--- config.mk ---
export PLATFORM = sky130hd
export DESIGN_NAME = txr_ring
export DESIGN_NICKNAME = d
export VERILOG_FILES = /design/src/rtl/txr_pkg.sv /design/src/rtl/txr_desc_regs.sv /design/src/rtl/txr_engine.sv /design/src/rtl/txr_ring.sv
export SDC_FILE = /design/constraint.sdc
export NUM_CORES = 1
export LEC_CHECK = 0
export ABC_AREA = 1
export BUFFER_PORTS_ARGS = -buffer_cell sky130_fd_sc_hd__buf_4
export CORE_MARGIN = 8
export CORE_UTILIZATION = 40
export CTS_BUF_LIST = sky130_fd_sc_hd__clkbuf_8
export CTS_CLUSTER_DIAMETER = 30
export DETAILED_ROUTE_END_ITERATION = 12
export SYNTH_ARGS = -nofsm -noshare
export SYNTH_HDL_FRONTEND = slang
export SYNTH_SLANG_ARGS = --single-unit
--- constraint.sdc ---
create_clock -name clk -period 2.5 [get_ports clk]
set_input_delay 0.25 -clock clk [delete_from_list [all_inputs] [get_ports clk]]
set_output_delay 0.25 -clock clk [all_outputs]
set_load 0.005 [all_outputs]
--- src/rtl/txr_pkg.sv ---
package txr_pkg;

  typedef enum logic [1:0] {
    ENG_IDLE  = 2'd0,
    ENG_FETCH = 2'd1,
    ENG_WAIT  = 2'd2,
    ENG_SEND  = 2'd3
  } eng_state_e;

  localparam logic [1:0] WSEL_ADDR = 2'd0;
  localparam logic [1:0] WSEL_LEN  = 2'd1;
  localparam logic [1:0] WSEL_STAT = 2'd2;

  localparam int CAUSE_W = 4;
  localparam int STAT_W  = CAUSE_W + 1;

endpackage

--- src/rtl/txr_desc_regs.sv ---
module txr_desc_regs
  import txr_pkg::*;
#(
  parameter int NSLOT  = 4,
  parameter int AW     = 32,
  parameter int LEN_W  = 10,
  parameter int SLOT_W = $clog2(NSLOT)
) (
  input  logic              clk,
  input  logic              rst_n,
  input  logic              wr_en,
  input  logic [SLOT_W-1:0] wr_slot,
  input  logic [1:0]        wr_word,
  input  logic [AW-1:0]     wr_data,
  input  logic [SLOT_W-1:0] rd_slot,
  input  logic [1:0]        rd_word,
  output logic [AW-1:0]     rd_data,
  input  logic [SLOT_W-1:0] head,
  input  logic              lock,
  input  logic              cmpl,
  input  logic [LEN_W-1:0]  cmpl_len,
  input  logic [STAT_W-1:0] cmpl_stat,
  output logic              head_en,
  output logic [AW-5:0]     head_base,
  output logic [LEN_W-1:0]  head_len
);

  localparam int BASE_W = AW - 4;

  logic [NSLOT-1:0]             en_all;
  logic [NSLOT-1:0]             done_all;
  logic [NSLOT-1:0][BASE_W-1:0] base_all;
  logic [NSLOT-1:0][LEN_W-1:0]  len_all;
  logic [NSLOT-1:0][STAT_W-1:0] stat_all;

  for (genvar i = 0; i < NSLOT; i++) begin : g_slot
    logic              en_q;
    logic              done_q;
    logic [BASE_W-1:0] base_q;
    logic [LEN_W-1:0]  len_q;
    logic [STAT_W-1:0] stat_q;
    logic              own;
    logic              hit;

    assign own = (head == SLOT_W'(i));
    assign hit = wr_en && (wr_slot == SLOT_W'(i)) && !(lock && own);

    always_ff @(posedge clk or negedge rst_n) begin
      if (!rst_n) begin
        en_q   <= 1'b0;
        done_q <= 1'b0;
        base_q <= '0;
        len_q  <= '0;
        stat_q <= '0;
      end else if (cmpl && own) begin
        en_q   <= 1'b0;
        done_q <= 1'b1;
        len_q  <= cmpl_len;
        stat_q <= cmpl_stat;
      end else if (hit) begin
        case (wr_word)
          WSEL_ADDR: begin
            base_q <= wr_data[AW-1:4];
            en_q   <= wr_data[0];
            done_q <= done_q & wr_data[1] & ~wr_data[0];
            if (wr_data[0]) stat_q <= '0;
          end
          WSEL_LEN: len_q <= wr_data[LEN_W-1:0];
          default: ;
        endcase
      end
    end

    assign en_all[i]   = en_q;
    assign done_all[i] = done_q;
    assign base_all[i] = base_q;
    assign len_all[i]  = len_q;
    assign stat_all[i] = stat_q;
  end

  logic [1:0] pos_field;
  assign pos_field = (rd_slot == '0) ? 2'(head) : 2'b00;

  always_comb begin
    rd_data = '0;
    case (rd_word)
      WSEL_ADDR: rd_data = {base_all[rd_slot], pos_field, done_all[rd_slot], en_all[rd_slot]};
      WSEL_LEN:  rd_data = AW'(len_all[rd_slot]);
      WSEL_STAT: rd_data = AW'(stat_all[rd_slot]);
      default:   rd_data = '0;
    endcase
  end

  assign head_en   = en_all[head];
  assign head_base = base_all[head];
  assign head_len  = len_all[head];

  AST_LOCKED_SLOT_STABLE: assert property (@(posedge clk) disable iff (!rst_n)
    (lock && !cmpl) |=> (head_base == $past(head_base) && head_len == $past(head_len)));

  AST_ACTIVE_STAYS_ENABLED: assert property (@(posedge clk) disable iff (!rst_n)
    (lock && !cmpl) |=> head_en);

endmodule

--- src/rtl/txr_engine.sv ---
module txr_engine
  import txr_pkg::*;
#(
  parameter int AW      = 32,
  parameter int LEN_W   = 10,
  parameter int MIN_LEN = 60,
  parameter int SLOT_W  = 2
) (
  input  logic               clk,
  input  logic               rst_n,
  input  logic               head_en,
  input  logic [AW-5:0]      head_base,
  input  logic [LEN_W-1:0]   head_len,
  output logic               mem_req_valid,
  input  logic               mem_req_ready,
  output logic [AW-1:0]      mem_req_addr,
  input  logic               mem_rsp_valid,
  input  logic [7:0]         mem_rsp_data,
  output logic               tx_valid,
  input  logic               tx_ready,
  output logic [7:0]         tx_data,
  output logic               tx_last,
  input  logic [CAUSE_W-1:0] line_err,
  output logic [SLOT_W-1:0]  head,
  output logic               lock,
  output logic               cmpl,
  output logic [LEN_W-1:0]   cmpl_len,
  output logic [STAT_W-1:0]  cmpl_stat,
  output logic               done_irq
);

  localparam logic [LEN_W-1:0] MIN_L = LEN_W'(MIN_LEN);

  eng_state_e        st_q;
  logic [LEN_W-1:0]  cnt_q;
  logic [LEN_W-1:0]  len_q;
  logic [LEN_W-1:0]  tot_q;
  logic [AW-5:0]     base_q;
  logic [7:0]        byte_q;
  logic [SLOT_W-1:0] head_q;
  logic              irq_q;

  logic             start;
  logic             last;
  logic [LEN_W-1:0] next_cnt;

  assign start    = (st_q == ENG_IDLE) && head_en;
  assign last     = (cnt_q == tot_q - 1'b1);
  assign next_cnt = cnt_q + 1'b1;
  assign cmpl     = (st_q == ENG_SEND) && tx_ready && last;

  always_ff @(posedge clk or negedge rst_n) begin
    if (!rst_n) begin
      st_q   <= ENG_IDLE;
      cnt_q  <= '0;
      len_q  <= '0;
      tot_q  <= '0;
      base_q <= '0;
      byte_q <= '0;
      head_q <= '0;
      irq_q  <= 1'b0;
    end else begin
      irq_q <= cmpl;
      case (st_q)
        ENG_IDLE: begin
          if (head_en) begin
            base_q <= head_base;
            len_q  <= head_len;
            tot_q  <= (head_len < MIN_L) ? MIN_L : head_len;
            cnt_q  <= '0;
            byte_q <= '0;
            st_q   <= (head_len != '0) ? ENG_FETCH : ENG_SEND;
          end
        end
        ENG_FETCH: begin
          if (mem_req_ready) st_q <= ENG_WAIT;
        end
        ENG_WAIT: begin
          if (mem_rsp_valid) begin
            byte_q <= mem_rsp_data;
            st_q   <= ENG_SEND;
          end
        end
        ENG_SEND: begin
          if (tx_ready) begin
            if (last) begin
              st_q   <= ENG_IDLE;
              head_q <= head_q + 1'b1;
            end else begin
              cnt_q <= next_cnt;
              if (next_cnt < len_q) begin
                st_q <= ENG_FETCH;
              end else begin
                byte_q <= '0;
                st_q   <= ENG_SEND;
              end
            end
          end
        end
        default: st_q <= ENG_IDLE;
      endcase
    end
  end

  assign mem_req_valid = (st_q == ENG_FETCH);
  assign mem_req_addr  = {base_q, 4'b0000} + AW'(cnt_q);
  assign tx_valid      = (st_q == ENG_SEND);
  assign tx_data       = byte_q;
  assign tx_last       = (st_q == ENG_SEND) && last;
  assign lock          = (st_q != ENG_IDLE) || start;
  assign cmpl_len      = tot_q;
  assign cmpl_stat     = {line_err, |line_err};
  assign head          = head_q;
  assign done_irq      = irq_q;

  AST_TX_HOLD: assert property (@(posedge clk) disable iff (!rst_n)
    (tx_valid && !tx_ready) |=> (tx_valid && $stable(tx_data) && $stable(tx_last)));

  AST_REQ_HOLD: assert property (@(posedge clk) disable iff (!rst_n)
    (mem_req_valid && !mem_req_ready) |=> (mem_req_valid && $stable(mem_req_addr)));

  AST_IRQ_STEP: assert property (@(posedge clk) disable iff (!rst_n)
    done_irq |-> (head == $past(head) + 1'b1));

  AST_IRQ_PULSE: assert property (@(posedge clk) disable iff (!rst_n)
    done_irq |=> !done_irq);

  AST_PAD_NO_FETCH: assert property (@(posedge clk) disable iff (!rst_n)
    mem_req_valid |-> (cnt_q < len_q));

endmodule

--- src/rtl/txr_ring.sv ---
module txr_ring
  import txr_pkg::*;
#(
  parameter int NSLOT   = 4,
  parameter int AW      = 32,
  parameter int LEN_W   = 10,
  parameter int MIN_LEN = 60,
  parameter int SLOT_W  = $clog2(NSLOT),
  parameter int RA_W    = SLOT_W + 2
) (
  input  logic               clk,
  input  logic               rst_n,
  input  logic               reg_wr,
  input  logic [RA_W-1:0]    reg_addr,
  input  logic [AW-1:0]      reg_wdata,
  output logic [AW-1:0]      reg_rdata,
  output logic               mem_req_valid,
  input  logic               mem_req_ready,
  output logic [AW-1:0]      mem_req_addr,
  input  logic               mem_rsp_valid,
  input  logic [7:0]         mem_rsp_data,
  output logic               tx_valid,
  input  logic               tx_ready,
  output logic [7:0]         tx_data,
  output logic               tx_last,
  input  logic [CAUSE_W-1:0] line_err,
  output logic               done_irq,
  output logic [SLOT_W-1:0]  ring_pos
);

  logic [SLOT_W-1:0] head;
  logic              lock;
  logic              cmpl;
  logic [LEN_W-1:0]  cmpl_len;
  logic [STAT_W-1:0] cmpl_stat;
  logic              head_en;
  logic [AW-5:0]     head_base;
  logic [LEN_W-1:0]  head_len;

  txr_desc_regs #(
    .NSLOT (NSLOT),
    .AW    (AW),
    .LEN_W (LEN_W),
    .SLOT_W(SLOT_W)
  ) u_regs (
    .clk      (clk),
    .rst_n    (rst_n),
    .wr_en    (reg_wr),
    .wr_slot  (reg_addr[RA_W-1:2]),
    .wr_word  (reg_addr[1:0]),
    .wr_data  (reg_wdata),
    .rd_slot  (reg_addr[RA_W-1:2]),
    .rd_word  (reg_addr[1:0]),
    .rd_data  (reg_rdata),
    .head     (head),
    .lock     (lock),
    .cmpl     (cmpl),
    .cmpl_len (cmpl_len),
    .cmpl_stat(cmpl_stat),
    .head_en  (head_en),
    .head_base(head_base),
    .head_len (head_len)
  );

  txr_engine #(
    .AW     (AW),
    .LEN_W  (LEN_W),
    .MIN_LEN(MIN_LEN),
    .SLOT_W (SLOT_W)
  ) u_eng (
    .clk          (clk),
    .rst_n        (rst_n),
    .head_en      (head_en),
    .head_base    (head_base),
    .head_len     (head_len),
    .mem_req_valid(mem_req_valid),
    .mem_req_ready(mem_req_ready),
    .mem_req_addr (mem_req_addr),
    .mem_rsp_valid(mem_rsp_valid),
    .mem_rsp_data (mem_rsp_data),
    .tx_valid     (tx_valid),
    .tx_ready     (tx_ready),
    .tx_data      (tx_data),
    .tx_last      (tx_last),
    .line_err     (line_err),
    .head         (head),
    .lock         (lock),
    .cmpl         (cmpl),
    .cmpl_len     (cmpl_len),
    .cmpl_stat    (cmpl_stat),
    .done_irq     (done_irq)
  );

  assign ring_pos = head;

endmodule

==> metrics, run 1 <==
Num Clock Sinks=251; met2 GRT Util=0.364; # DRC=0; core footprint=about 0.035 mm2; Synth Area per Inst=about 7.5 um2; critical path class=flip-flop to output port; WL per Instance=roughly 19 um; final setup margin=-0.391 ns; Worst setup EP type=output port; vias in the first global route=14027; power per cell area=922 mW/mm2; Worst-Margin Slew=a little over 0.7 ns; met3 GRT Util=0.0447; DP Cell Count=between 2000 and 2500; Peak Freq=around 0.35 GHz; P&R area growth vs syn=32.2%; Clk Latency, worst-skew pair=0.60 ns; top-area cell type share of the netlist area=0.444; # nets final=about 2200; HP Class=primary input to flip-flop; gpl congestion=between 0.8 and 0.9; CTS tree=yes; Pre-Repair DR Iteration Count=7; CTS Buf Count=between 60 and 70; DRT antenna net count=0; CP Max Fanout=4; number of synthesized register bits=251; Rows=69; Synth Warn #=0; worst setup skew after layout=about 0.029 ns; width of the chip=204 um; starting density of the core=0.402; final core occ=0.531; Area contributors post-synth=dfrtp_1 (44%), nand2_1 (12%), nand3_1 (9.2%); CP startpoint=u_eng.cnt_q[5]; Final Setup Violations=32; Worst IR Drop VDD=approximately 0.62 mV; top-count cell post-synth=nand2_1; startpoint class of the critical path=flip-flop; port bufs=around 130; top_reg_cell synth=dfrtp_1; initial antenna violation count=1; fin crit period=2.89 ns; Register Area=0.00629 mm2; Slew Viols, Final=0; number of synthesized flops with an enable pin=0; largest net degree at the start of global routing=64; Slew HR=0.524; Clock transition at path regs=0.06 ns; root buffer cell=clkbuf_8; Hold Vio Cnt, Final=0; share of layout cells above drive strength 1=0.216; syn_nets=approximately 2000; leakage=approximately 9 nW; WP data arrival=~2.6 ns; largest area contributor in the netlist=dfrtp_1; commonest cells in the netlist=nand2_1 (468), nand3_1 (261), dfrtp_1 (251), o21ai_0 (231), inv_1 (147); WP data required=2.25 ns; Critical R2R Launch=u_eng.cnt_q[4]; pre-CTS setup slack=-0.198 ns; Tot Pwr=around 0.017 W; htree depth=3; Hold WS=approximately 0.04 ns; failing checks=setup timing; final non-filler cell total=around 2600; status=finished, violations left; FFs w/ async S/R, synth=1.00; GR peak layer=met2; first-pass GRT wire length=77.7 mm; clock buffer depth=3; I/O pin count=around 130; Via Count=14263; vias per cell=5.40; multi-input logic area=between 0.007 and 0.008 mm2; Post-Syn Instances=between 1500 and 2000; RSZ-0062 raised after global routing=true; Congestion Overflow GR=0; initial drt markers=roughly 1200; total track usage=0.234; Post-Syn Area=0.0141 mm2; max-cap viol count=0; die height=between 200 and 250 um; met1 GRT Util=0.322; Post-DP HPWL=32.3 mm; part of the cycle the worst path needs=1.16; die area=between 0.04 and 0.05 mm2; fill count=around 3400; hold path startpoint=mem_rsp_valid; Seq/Total Area, Yosys=0.444; final wirelength=a little under 50 mm; post-synth cell types=43
## power by group
group          switching [W]  internal [W]  total, W
clock network        0.00219       0.00395   0.00614
logic                0.00302       0.00212   0.00514
registers           0.000860       0.00510   0.00596
total                0.00607        0.0112    0.0172
## per-stage QoR
step,instance area (um2),TNS (ns)
CTS,18300,-6.80
detailed placement,16000,-1.12
global placement,16000,-0.776
floorplan,14200,0
finish,18700,-9.63
global route,18700,-15.34
## worst max-delay path, cell delays in order, from the launching register on
cell and delay, ns:
dfrtp_1 0.42, buf_6 0.14, ha_4 0.25, nand3_2 0.08, nand2_2 0.09, a21oi_2 0.06, o21bai_1 0.16, nand2_1 0.09
nand2_2 0.13, nand2_4 0.10, nor2_4 0.13, nand3_2 0.10, xnor2_2 0.17, buf_4 0.13
## cell type report
| cell class | count | share of cell area |
|---|---|---|
| antenna | 1 | 0.000134 |
| clock buffer | 83 | 0.0611 |
| clock inverter | 39 | 0.0234 |
| inverter | 165 | 0.0331 |
| multi-input combinational | 1341 | 0.379 |
| sequential | 251 | 0.336 |
| tap | 461 | 0.0308 |
| timing repair buffer | 300 | 0.136 |
## per-layer routing
layer / vias up / share of wire
li1: 6784 / -
met4: 2 / 0.023
met2: 600 / 0.45
met5: - / 0.00016
met1: 6789 / 0.44
met3: 88 / 0.082
## layout by cell type, fill, tap and decap left out, types with 11 or more instances in the layout
master and instances:
a221oi_1 22, a22oi_1 22, dlygate4sd3_1 46, xor2_1 23, clkbuf_8 83, inv_2 17
buf_4 230, nand2_2 11, dfrtp_1 245, nor2_2 14, inv_1 153, nand2_1 456
buf_12 11, a21oi_1 55, nor2_1 94, nand3_1 253, o21ai_1 28, nand4_1 20
ha_1 13, o21ai_0 223
## final timing paths
kind,end,slack [ns],cells after the start
setup / recovery,mem_req_addr[25],-0.39,13
hold / removal,u_eng.st_q[1],0.04,5
setup reg to reg,u_eng.tx_data[1],-0.38,20
hold reg to reg,u_regs.g_slot[0].base_q[26],0.49,2
max in group asynchronous,u_regs.g_slot[2].base_q[9],1.48,3
min in group asynchronous,u_eng.base_q[13],0.23,2
## sequential cells by signal (all words and copies together) (netlist names)
name / flops
u_eng.head: 2
u_eng.st_q: 2
u_eng.done_irq: 1
u_eng.len_q: 10
u_regs.g_slot.base_q: 112
u_eng.cnt_q: 10
u_regs.g_slot.done_q: 4
u_eng.cmpl_len: 10
u_regs.g_slot.stat_q: 20
u_regs.g_slot.len_q: 40
u_eng.base_q: 28
u_eng.tx_data: 8
u_regs.g_slot.en_q: 4
## cells by family (layout without fill, tap and decap cells)
kind of cell,count (synthesis),count (layout),synth area share
adder cells (fa/ha/maj),22,22,0.0200
AND/OR/NAND/NOR,887,888,0.270
flip-flops,251,251,0.444
AO/OA/AOI/OAI,391,391,0.156
XOR/XNOR,40,40,0.0248
buffers and inverters,294,587,0.0858
other,0,1,0
## repair_timing
action / in CTS / in global routing
hold endpoints to repair: 236 / 0
gates cloned: 1 / 2
setup buffers: 19 / 16
gates resized for setup: 45 / 55
hold buffers: 46 / 0
pin swaps: 17 / 40
setup endpoints to repair: 32 / 89
Power figures use the tool's default switching activity.
==> run 2: changes to the inputs <==
--- a/config.mk
+++ b/config.mk
@@ -7,11 +7,13 @@
 export LEC_CHECK = 0
 export ABC_AREA = 1
 export BUFFER_PORTS_ARGS = -buffer_cell sky130_fd_sc_hd__buf_4
+export CAP_MARGIN = 20
 export CORE_MARGIN = 8
 export CORE_UTILIZATION = 40
 export CTS_BUF_LIST = sky130_fd_sc_hd__clkbuf_8
 export CTS_CLUSTER_DIAMETER = 30
 export DETAILED_ROUTE_END_ITERATION = 12
+export PLACE_DENSITY = 0.67
 export SYNTH_ARGS = -nofsm -noshare
 export SYNTH_HDL_FRONTEND = slang
 export SYNTH_SLANG_ARGS = --single-unit
==> metrics, run 2 (synthesis results as in run 1) <==
# DRC=0; Slew HR=0.529; share of layout cells above drive strength 1=0.208; I/O pin count=around 130; Worst IR Drop VDD=between 0.4 and 0.5 mV; Final Setup Violations=32; startpoint class of the critical path=flip-flop; final core occ=0.526; # nets final=2191; WP data arrival=roughly 2.7 ns; largest net degree at the start of global routing=74; total track usage=0.230; starting density of the core=0.402; WP data required=about 2.3 ns; HP Class=primary input to flip-flop; first-pass GRT wire length=77.3 mm; switching portion of total power=0.348; Num Clock Sinks=approximately 250; Clock transition at path regs=approximately 0.060 ns; Internal Power=0.0111 W; CTS tree=yes; P&R area growth vs syn=31.0%; critical path class=flip-flop to output port; initial drt markers=between 1500 and 2000; initial antenna violation count=2; fill count=3342; max FFs per register=112; Via Count=roughly 15000; clock buffer depth=3; Pre-Repair DR Iteration Count=6; Hold Vio Cnt, Final=0; fin crit period=between 2 and 3 ns; final setup margin=-0.423 ns; root buffer cell=clkbuf_8; biggest regs=u_regs.g_slot.base_q (112), u_regs.g_slot.len_q (40), u_eng.base_q (28); Clk Latency, worst-skew pair=slightly above 0.6 ns; Net Sw Power=between 0.005 and 0.006 W; Rows=69; clock power share=0.351; commonest cells after routing, fill and taps aside=nand2_1 (461), nand3_1 (256), dfrtp_1 (245), buf_4 (234), o21ai_0 (222); leakage=8.94 nW; vias per cell=5.52; gpl congestion=0.926; max-cap viol count=0; Crit path buffers/inverters=4; worst setup skew after layout=0.0308 ns; Post-DP HPWL=~32 mm; CTS Buf Count=between 50 and 60; Peak Freq=0.342 GHz; CP top delay family=adder cells; multi-input logic area=approximately 0.007 mm2; status=finished, violations left; worst path cell trace=ha_2, inv_2, fa_2, o221ai_2, buf_4, nand4_1, nor2_2, buf_4, nand4_1, xor2_1, buf_4; die area=approximately 0.042 mm2; Worst-Margin Slew=0.707 ns; Congestion Overflow GR=0; most common cell after layout, fill and taps aside=nand2_1; part of the cycle the worst path needs=1.17; failing checks=setup timing; register name with the most flops=u_regs.g_slot.base_q; Comb power frac=0.301; Slew Viols, Final=0; Worst path slowest cell=fa_2; power per cell area=approximately 920 mW/mm2; RSZ-0062 raised after global routing=true; vias in the first global route=roughly 14000; CP Max Fanout=4; width of the chip=just over 200 um; core footprint=0.0352 mm2; port bufs=131; slowest stage delay, CP=between 0.3 and 0.4 ns; Reg power frac=0.348; WL per Instance=roughly 19 um; most used cell, CP=buf_4; DRT antenna net count=0; htree depth=2; final wirelength=49.6 mm; die height=just over 200 um; Register Area=~0.0063 mm2; Worst setup EP type=output port; total negative setup slack=-6.20 ns
[run 2: what timing repair did]
item / CTS / global route
hold buffers: 45 / 0
cloned: 1 / 3
endpoints found under the setup margin: 32 / 90
hold endpoints to repair: 249 / 0
pin swaps: 20 / 33
resized for setup: 49 / 39
buffers inserted: 19 / 10
[run 2: layout make-up]
type	count	area share
well taps	461	0.0311
clock buffers	73	0.0542
diodes	1	0.000135
inverters	165	0.0335
flip-flops and latches	251	0.339
repair buffers	298	0.136
clock inverters	36	0.0270
multi-input cells	1341	0.379
[run 2: per-stage QoR]
| stage | instance area, um2 | hold WS (ns) | power, W | setup slack (ns) | std cells |
|---|---|---|---|---|---|
| 4_1_cts | 18300 | 0.0482 | 0.0169 | -0.468 | 2618 |
| 3_5_place_dp | 16000 | 0.281 | 0.0107 | -0.153 | 2444 |
| 5_1_grt | 18500 | 0.0786 | 0.0180 | -0.593 | 2626 |
| 6_report | 18500 | 0.0786 | 0.0170 | -0.423 | 2626 |
| 2_1_floorplan | 14200 | -0.0456 | 0.00870 | 0.0300 | 1885 |
| 3_3_place_gp | 16000 | 0.277 | 0.0105 | -0.0758 | 2444 |
[run 2: final timing paths]
check | slack, ns | startpoint | to | depth (start not counted)
max | -0.42 | u_eng.cnt_q[4] | mem_req_addr[28] | 11
min | 0.08 | mem_req_ready | u_eng.st_q[0] | 4
max reg2reg | -0.07 | u_eng.cnt_q[1] | u_eng.tx_data[6] | 16
min reg2reg | 0.48 | u_eng.len_q[0] | u_eng.len_q[0] | 2
max in group asynchronous | 1.46 | rst_n | u_eng.base_q[14] | 3
min in group asynchronous | 0.23 | rst_n | u_regs.g_slot[1].base_q[17] | 2
[run 2: worst min-delay path: stages]
cell	delay [ns]
buf_4	0.08
o21ai_0	0.07
nor2_1	0.14
o21ai_0	0.09
[run 2: power groups by stage]
stage	clock, W	sequential (W)	combinational (W)
after floorplan	0	0.00565	0.00305
after global placement	0	0.00590	0.00463
after detailed placement	0	0.00593	0.00474
after CTS	0.00606	0.00589	0.00499
after global routing	0.00627	0.00604	0.00574
final	0.00599	0.00593	0.00513
[run 2: per-layer routing]
layer / vias up / global-route usage / wire (um)
met5: - / 0 / 13
met4: 2 / 0.0833 / 1420
met3: 128 / 0.0585 / 4750
met2: 738 / 0.363 / 22800
met1: 6872 / 0.303 / 20600
li1: 6765 / - / -
==> run 3: changes to the inputs <==
--- a/config.mk
+++ b/config.mk
@@ -9,11 +9,11 @@
 export BUFFER_PORTS_ARGS = -buffer_cell sky130_fd_sc_hd__buf_4
 export CAP_MARGIN = 20
 export CORE_MARGIN = 8
-export CORE_UTILIZATION = 40
+export CORE_UTILIZATION = 45
 export CTS_BUF_LIST = sky130_fd_sc_hd__clkbuf_8
 export CTS_CLUSTER_DIAMETER = 30
 export DETAILED_ROUTE_END_ITERATION = 12
-export PLACE_DENSITY = 0.67
+export PLACE_DENSITY = 0.73
 export SYNTH_ARGS = -nofsm -noshare
 export SYNTH_HDL_FRONTEND = slang
 export SYNTH_SLANG_ARGS = --single-unit
==> metrics, run 3 (synthesis results as in run 1) <==
status=finished, violations left; failing checks=setup timing; core footprint=approximately 0.031 mm2; width of the chip=between 150 and 200 um; startpoint class of the critical path=flip-flop; Reg power frac=0.360; Slew Viols, Final=0; Slew HR=0.487; CP Max Fanout=4; biggest regs=u_regs.g_slot.base_q (112), u_regs.g_slot.len_q (40), u_eng.base_q (28); starting density of the core=0.453; Num Clock Sinks=~250; vias in the first global route=14400; I/O pin count=about 130; Clk Latency, worst-skew pair=0.61 ns; WL per Instance=19.1 um; part of the cycle the worst path needs=1.16; gpl congestion=roughly 0.93; # nets final=2176; Critical R2R Launch=u_eng.cnt_q[4]; final setup margin=-0.409 ns; final core occ=0.585; max-cap viol count=0; initial antenna violation count=1; final instance area=~0.018 mm2; WP data required=~2.3 ns; Hold Vio Cnt, Final=0; Hold Path Cell Cnt=5; clock power share=0.331; cells on worst reg2reg path=20; leakage=approximately 8.8 nW; Worst setup EP type=output port; die area=approximately 0.037 mm2; CTS Buf Count=slightly below 60; port bufs=around 130; DRT antenna net count=0; final non-filler cell total=about 2600; critical path class=flip-flop to output port; power per cell area=around 900 mW/mm2; Pre-Repair DR Iteration Count=6; Area after DPL=approximately 0.016 mm2; WP data arrival=2.66 ns; vias per cell=5.71; reg-to-reg slack, setup=-0.34 ns; hold path startpoint=mem_rsp_valid; DP Cell Count=2367; htree depth=2; Via Count=14558; final wirelength=48.6 mm; root buffer cell=clkbuf_8; Internal Power=around 0.011 W; total negative setup slack=-7.83 ns; HP Class=primary input to flip-flop; reg2reg end=u_eng.tx_data[4]; Tot Pwr=roughly 0.016 W; share of layout cells above drive strength 1=0.206; die height=193 um; ANT cells=0; RSZ-0062 raised after global routing=true; Comb power frac=0.309; Peak Freq=about 0.34 GHz; P&R area growth vs syn=29.0%; most common cell after layout, fill and taps aside=nand2_1; largest net degree at the start of global routing=89; Final Setup Violations=31; hold path endpoint=u_eng.st_q[1]; clock buffer depth=3; Worst IR Drop VDD=around 0.46 mV; switching portion of total power=0.363; worst setup skew after layout=~0.037 ns; total track usage=0.251; # DRC=0; first-pass GRT wire length=roughly 78 mm; commonest cells after routing, fill and taps aside=nand2_1 (458), nand3_1 (255), dfrtp_1 (245), o21ai_0 (220), buf_4 (219); Net Sw Power=between 0.005 and 0.006 W; max FFs per register=112; Rows=65; register name with the most flops=u_regs.g_slot.base_q; Congestion Overflow GR=0; CTS tree=yes; Clock transition at path regs=approximately 0.060 ns; Post-DP HPWL=roughly 32 mm; initial drt markers=about 1600; fill count=around 2800; fin crit period=between 2 and 3 ns; Worst-Margin Slew=around 0.77 ns
==> run 3: cell count changes in the layout (fill, tap and decap cells not counted), sizes merged <==
| cell | delta |
|---|---|
| buf | -17 |
| clkinvlp | +6 |
| clkbuf | -5 |
| inv | +5 |
| bufinv | -4 |
| diode | -1 |
==> run 3: layer usage <==
metal	up-vias	wire (um)	GRT usage
li1	6737	-	-
met1	6897	19900	0.324
met2	761	22300	0.403
met3	161	4500	0.0599
met4	2	1840	0.0955
met5	-	13	0
==> run 3: final cells by class <==
class                           count  area [um2]  area share
Multi-Input combinational cell   1341        7070       0.387
Clock buffer                       69         950      0.0520
Timing Repair Buffer              280        2360       0.129
Clock inverter                     41         430      0.0236
Timing Repair inverter              2        15.0    0.000822
Tap cell                          402         503      0.0276
Inverter                          165         633      0.0347
Sequential cell                   251        6290       0.345
==> run 3: worst max-delay path by stage <==
stage | start | end | slack [ns] | depth (start not counted)
after floorplan | u_eng.cnt_q[2] | u_eng.tx_data[5] | 0.03 | 19
after global placement | u_eng.cnt_q[4] | u_eng.tx_data[6] | -0.03 | 17
after detailed placement | u_eng.cnt_q[4] | u_eng.tx_data[0] | -0.19 | 16
after CTS | u_eng.cnt_q[4] | mem_req_addr[26] | -0.42 | 11
after global routing | u_eng.cnt_q[4] | mem_req_addr[30] | -0.52 | 11
final | u_eng.base_q[0] | mem_req_addr[30] | -0.41 | 11
==> run 3: power by group through the flow <==
stage / clock [W] / sequential (W) / combinational (W)
after CTS: 0.00552 / 0.00589 / 0.00489
final: 0.00545 / 0.00593 / 0.00510
after global placement: 0 / 0.00591 / 0.00444
after detailed placement: 0 / 0.00595 / 0.00457
after floorplan: 0 / 0.00565 / 0.00305
after global routing: 0.00573 / 0.00605 / 0.00570
==> run 3: through the flow <==
step | hold WS (ns) | worst slack (ns)
3_5_place_dp | 0.336 | -0.193
4_1_cts | 0.0384 | -0.421
3_3_place_gp | 0.332 | -0.0345
5_1_grt | 0.0638 | -0.521
6_report | 0.0472 | -0.409
2_1_floorplan | -0.0456 | 0.0300
==> run 3: timing repair <==
action	in CTS	in global routing
hold endpoints to repair	259	0
cloned	1	3
setup buffers	13	13
setup endpoints to repair	32	86
gates resized for setup	54	53
pin swaps	25	37
hold buffers	45	0
==> run 3: critical path: stages (launching register included) <==
cell and delay, ns:
dfrtp_1 0.36, ha_2 0.20, inv_2 0.04, fa_2 0.37, o221ai_4 0.17, nand4_1 0.15
nor2_1 0.13, buf_4 0.15, nand2_4 0.06, nor2_4 0.08, xor2_1 0.20, buf_4 0.15
